**config.mk**
```make
export PLATFORM = sky130hd
export DESIGN_NAME = itof_byte_cvt
export DESIGN_NICKNAME = d
export VERILOG_FILES = /design/src/rtl/itof_pkg.sv /design/src/rtl/itof_operand_sel.sv /design/src/rtl/itof_lzc.sv /design/src/rtl/itof_norm_round.sv /design/src/rtl/itof_byte_cvt.sv
export SDC_FILE = /design/constraint.sdc
export NUM_CORES = 1
export LEC_CHECK = 0
export BUFFER_PORTS_ARGS = -buffer_cell sky130_fd_sc_hd__buf_2
export CAP_MARGIN = 20
export CORE_UTILIZATION = 50
export CTS_CLUSTER_DIAMETER = 50
export DETAILED_ROUTE_END_ITERATION = 8
export GPL_TIMING_DRIVEN = 0
export PLACE_DENSITY = 0.81
export SKIP_CTS_REPAIR_TIMING = 1
export SLEW_MARGIN = 20
export SYNTH_ARGS = -nofsm -noshare
export SYNTH_HDL_FRONTEND = slang
export SYNTH_SLANG_ARGS = --single-unit
export TNS_END_PERCENT = 50
```
**constraint.sdc**
```tcl
create_clock -name clk -period 3.7 [get_ports clk]
set_clock_uncertainty 0.15 [all_clocks]
set_input_delay 0.37 -clock clk [delete_from_list [all_inputs] [get_ports clk]]
set_output_delay 0.37 -clock clk [all_outputs]
set_load 0.02 [all_outputs]
```
**src/rtl/itof_pkg.sv**
```systemverilog
package itof_pkg;
  localparam int unsigned OPW   = 32;
  localparam int unsigned EXPW  = 8;
  localparam int unsigned MANW  = 23;
  localparam int unsigned BIAS  = 127;
  localparam int unsigned NIBSH = 4;

  typedef enum logic [2:0] {
    MD_SWORD = 3'b000,
    MD_UWORD = 3'b001,
    MD_NIBF  = 3'b010,
    MD_RSVD  = 3'b011,
    MD_BYTE0 = 3'b100,
    MD_BYTE1 = 3'b101,
    MD_BYTE2 = 3'b110,
    MD_BYTE3 = 3'b111
  } cvt_mode_e;
endpackage

```
**src/rtl/itof_operand_sel.sv**
```systemverilog
module itof_operand_sel #(
  parameter int unsigned W     = 32,
  parameter int unsigned LANEW = 8,
  parameter int unsigned NIBW  = 4,
  parameter int unsigned SHW   = 3
) (
  input  logic [2:0]     mode,
  input  logic [W-1:0]   opnd,
  output logic           neg,
  output logic [W-1:0]   mag,
  output logic [SHW-1:0] scale_dn
);
  localparam int unsigned LANES = W / LANEW;

  logic [LANES-1:0][W-1:0] lane_val;

  genvar g;
  generate
    for (g = 0; g < LANES; g++) begin : g_lane
      assign lane_val[g] = {{(W-LANEW){1'b0}}, opnd[g*LANEW +: LANEW]};
    end
  endgenerate

  logic [NIBW-1:0] nib;
  assign nib = opnd[NIBW-1:0];

  always_comb begin
    neg      = 1'b0;
    mag      = '0;
    scale_dn = '0;
    if (mode[2]) begin
      mag = lane_val[mode[1:0]];
    end else begin
      unique case (mode[1:0])
        2'b00: begin
          neg = opnd[W-1];
          mag = opnd[W-1] ? (~opnd + 1'b1) : opnd;
        end
        2'b01: mag = opnd;
        2'b10: begin
          neg      = nib[NIBW-1];
          mag      = {{(W-NIBW){1'b0}}, (nib[NIBW-1] ? (~nib + 1'b1) : nib)};
          scale_dn = SHW'(NIBW);
        end
        default: mag = '0;
      endcase
    end
  end
endmodule

```
**src/rtl/itof_lzc.sv**
```systemverilog
module itof_lzc #(
  parameter int unsigned W   = 32,
  parameter int unsigned CW  = $clog2(W)
) (
  input  logic [W-1:0]  val,
  output logic [CW-1:0] zeros,
  output logic          all_zero
);
  always_comb begin
    logic hit;
    hit   = 1'b0;
    zeros = '0;
    for (int i = W - 1; i >= 0; i--) begin
      if (!hit && val[i]) begin
        zeros = CW'(W - 1 - i);
        hit   = 1'b1;
      end
    end
    all_zero = ~hit;
  end
endmodule

```
**src/rtl/itof_norm_round.sv**
```systemverilog
module itof_norm_round #(
  parameter int unsigned W    = 32,
  parameter int unsigned EW   = 8,
  parameter int unsigned MW   = 23,
  parameter int unsigned BS   = 127,
  parameter int unsigned CW   = $clog2(W),
  parameter int unsigned SHW  = 3
) (
  input  logic           neg,
  input  logic [W-1:0]   mag,
  input  logic [CW-1:0]  zeros,
  input  logic           all_zero,
  input  logic [SHW-1:0] scale_dn,
  output logic [EW+MW:0] fp
);
  localparam int unsigned GPOS = W - 2 - MW;
  localparam int unsigned XW   = EW + 2;

  logic [W-1:0]  norm;
  logic [MW-1:0] keep;
  logic          guard;
  logic          sticky;
  logic          up;
  logic [MW:0]   sum;
  logic [XW-1:0] exp_raw;
  logic [XW-1:0] exp_fin;

  assign norm    = mag << zeros;
  assign keep    = norm[W-2 -: MW];
  assign guard   = norm[GPOS];
  assign sticky  = |norm[GPOS-1:0];
  assign up      = guard & (sticky | keep[0]);
  assign sum     = {1'b0, keep} + {{MW{1'b0}}, up};
  assign exp_raw = XW'(BS + W - 1) - XW'(zeros) - XW'(scale_dn);
  assign exp_fin = exp_raw + {{(XW-1){1'b0}}, sum[MW]};

  always_comb begin
    if (all_zero) fp = '0;
    else          fp = {neg, exp_fin[EW-1:0], sum[MW-1:0]};
  end
endmodule

```
**src/rtl/itof_byte_cvt.sv**
```systemverilog
module itof_byte_cvt
  import itof_pkg::*;
(
  input  logic        clk,
  input  logic        rst_n,
  input  logic        in_valid,
  output logic        in_ready,
  input  logic [2:0]  in_mode,
  input  logic [31:0] in_data,
  output logic        out_valid,
  input  logic        out_ready,
  output logic [31:0] out_data
);
  localparam int unsigned CW  = $clog2(OPW);
  localparam int unsigned SHW = 3;

  logic           s_neg;
  logic [OPW-1:0] s_mag;
  logic [SHW-1:0] s_scale;
  logic [CW-1:0]  s_zeros;
  logic           s_zero;
  logic [OPW-1:0] s_fp;
  logic           take;

  itof_operand_sel #(.W(OPW), .LANEW(8), .NIBW(NIBSH), .SHW(SHW)) u_sel (
    .mode(in_mode), .opnd(in_data), .neg(s_neg), .mag(s_mag), .scale_dn(s_scale)
  );

  itof_lzc #(.W(OPW), .CW(CW)) u_lzc (
    .val(s_mag), .zeros(s_zeros), .all_zero(s_zero)
  );

  itof_norm_round #(.W(OPW), .EW(EXPW), .MW(MANW), .BS(BIAS), .CW(CW), .SHW(SHW)) u_nr (
    .neg(s_neg), .mag(s_mag), .zeros(s_zeros), .all_zero(s_zero),
    .scale_dn(s_scale), .fp(s_fp)
  );

  assign in_ready = ~out_valid | out_ready;
  assign take     = in_valid & in_ready;

  always_ff @(posedge clk or negedge rst_n) begin
    if (!rst_n) begin
      out_valid <= 1'b0;
      out_data  <= '0;
    end else begin
      if (take) begin
        out_valid <= 1'b1;
        out_data  <= s_fp;
      end else if (out_ready) begin
        out_valid <= 1'b0;
      end
    end
  end
endmodule

```
==> metrics.cfg <==
[critical_path]
worstPathRequired_ns=3.70
cp_slowest_cell=or4_4
cp-end-kind=flop
r2r_slack_ns=1.80
critPathMaxFanout=10
critPathTopFamily=simple AND/OR/NAND/NOR gates
worstSetupPathType=input pin to flop
cp.arrival_ns=6.68
critical_path.max_stage_delay_ns=0.61
start_kind=input pin
crit_buf_inv=9

[synthesis]
synth_top_area_share_pct=12.50
synth_top_cells_by_count=nand2_1, nor2_1, o21ai_0
post-synth-top-area-cell=dfrtp_1
yosysSeqAreaShare_pct=12.50
synth_edf_count=0
syn-cell-area_mm2=0.006604
syn_nets=953
synthTopCellsByArea=dfrtp_1, nand2_1, mux2i_1
synthArstFlopShare_pct=100.0
yosysMostFrequentCell=nand2_1
ys_dominant_reg_cell=dfrtp_1
synthCells=902
synth_seq_cells=33
ys_warn_count=0
postSynthAreaPerCell_um2=7.321
yosysUniqueCellTypes=100

[power_and_ir_drop]
leakage_nw=3.590
power_density_mw_per_mm2=415.9
peakVddDrop_v=0.0004101
finalPower_mw=3.881

[timing]
final.setup.worst_slack_ns=-2.983
fin_setup_tns_ns=-58.99
clock.fmax_mhz=149.6
timing.final.crit_period_ns=6.683
rsz0062_at_grt=true
worst-slew-pin-transition_ns=0.7513
period_share_pct=180.6
max_slew_margin_pct=49.91
finalHoldViolCount=0
finalSetupViolCount=31
drv_slew=0

[global_route]
grt_use_total_pct=42.02
grt_pass1_vias=7472
grt_pass1_wl_mm=43.64
grt_overflow_total=0
grt_max_degree=34
antenna_found_initial=1

[finish]
synthToLayoutAreaGrowth_pct=41.30
num_antenna_cells=0
design_area_mm2=0.009331
fillers=951
nNetsFinal=1109
finalNonFillerCells=1231
drive_above_1_share_pct=40.60

[floorplanning]
initial_core_util_pct=51.70
die_x_um=116.9
core-area_mm2=0.01277
dieArea_mm2=0.01367
pin_count=73
fp.dieH_um=116.9
num_rows=41

[clock_tree]
clock_sinks=33
clk_pin_slew_ns=0.06
clock-root-buffer=clkbuf_16
clockBufferDepth=2
htreeDepth=2
tritoncts=built
clk_latency_ns=0.28
cts_made_buffers=5

[placement]
port_buffers=64
gp_congestion=1.031
pre_cts_ws_ns=-3.768
place_inst=1139
dp_hpwl_mm=22.39
placed_area_mm2=0.007482

[outcome]
status=finished, violations left
violations=setup timing

[detailed_routing]
routedWlPerCell_um=25.94
firstDrtPassIters=6
dr.first_iter.drc_count=1518
ant_nets=0
routed_wl_mm=31.94
via_count=9084
drc=0
routed_via_density=7.379

[hold_path]
hp-class=input pin to async pin

[job]
maxCapViolations=0

worst reg2reg max path, delay by kind of cell (launching register included):
| family | cells | cell delay (ns) |
|---|---|---|
| simple gates | 3 | 0.70 |
| flops | 1 | 0.37 |
| buf+inv | 1 | 0.31 |
| compound gates | 1 | 0.28 |
per-stage QoR:
step	util, %	hold slack [ns]
6_report	73.05	0.002927
5_1_grt	73.05	0.04752
4_1_cts	59.69	0.02313
3_5_place_dp	58.58	0.3154
3_3_place_gp	58.48	0.2977
2_1_floorplan	-	-0.07559
state kept, by name, indices dropped and copies added (netlist names):
signal,flops
out_valid,1
out_data,32
layout make-up:
type | count | area (µm²) | area share, %
Inverter | 17 | 88.84 | 0.9520
Sequential cell | 33 | 825.8 | 8.850
Multi-Input combinational cell | 779 | 6447 | 69.09
Timing Repair Buffer | 152 | 1031 | 11.05
Tap cell | 172 | 215.2 | 2.306
Buffer | 70 | 580.6 | 6.222
Clock inverter | 3 | 17.52 | 0.1877
Clock buffer | 5 | 125.1 | 1.341
per-layer routing:
| metal | wire (µm) | GRT usage (%) |
|---|---|---|
| met5 | 0 | 0 |
| met4 | 1856 | 13.92 |
| met3 | 4398 | 9.629 |
| met2 | 13750 | 65.17 |
| met1 | 11930 | 57.36 |
report_power, final:
group	switching (mW)	total (mW)	leakage [nW]	internal, mW
Sequential	0.0759	0.564	0.419	0.488
Combinational	1.80	2.91	3.10	1.11
Clock	0.159	0.405	0.0696	0.246
placed cells by master (no fill, tap or decap), drive strengths merged, types with 9 or more instances in the layout:
| cell | Yosys | layout |
|---|---|---|
| a22oi | 10 | 10 |
| inv | 17 | 16 |
| a2111oi | 9 | 9 |
| nor2 | 77 | 77 |
| nand4 | 18 | 18 |
| a221oi | 10 | 10 |
| o211ai | 17 | 17 |
| a31oi | 16 | 16 |
| nand2b | 10 | 10 |
| a21oi | 39 | 39 |
| ha | 11 | 11 |
| o31ai | 17 | 17 |
| dfrtp | 33 | 33 |
| a211oi | 19 | 19 |
| xnor2 | 16 | 16 |
| o21ai | 61 | 61 |
| xor2 | 12 | 12 |
| nand2 | 99 | 99 |
| clkbuf | 34 | 38 |
| or4 | 10 | 10 |
| nor3 | 31 | 31 |
| and3 | 13 | 13 |
| buf | 39 | 188 |
| or3 | 14 | 14 |
| nor4 | 28 | 28 |
| mux2 | 11 | 11 |
| nand3 | 42 | 42 |
| and2 | 18 | 18 |
| mux2i | 30 | 30 |
worst paths after layout:
path / from / cells after the start / end
max reg2reg: out_valid$_DFFE_PN0P_ / 5 / out_data[14]$_DFFE_PN0P_
min: rst_n / 1 / out_data[0]$_DFFE_PN0P_
min reg2reg: out_data[21]$_DFFE_PN0P_ / 2 / out_data[21]$_DFFE_PN0P_
min in group clk: in_valid / 2 / out_valid$_DFFE_PN0P_
max: in_data[15] / 34 / out_data[28]$_DFFE_PN0P_
max in group asynchronous: rst_n / 1 / out_data[11]$_DFFE_PN0P_
logic make-up after synthesis:
logic type,after synthesis,share of synthesized area (%)
DFF,33,12.50
and+or+nand+nor,394,32.68
adders and majority gates,12,2.387
muxes,47,8.715
AOI/OAI and AO/OA,298,33.76
buffers and inverters,90,6.233
xor gates and xnor gates,28,3.713
No activity file was read; power rests on OpenSTA's default activity.
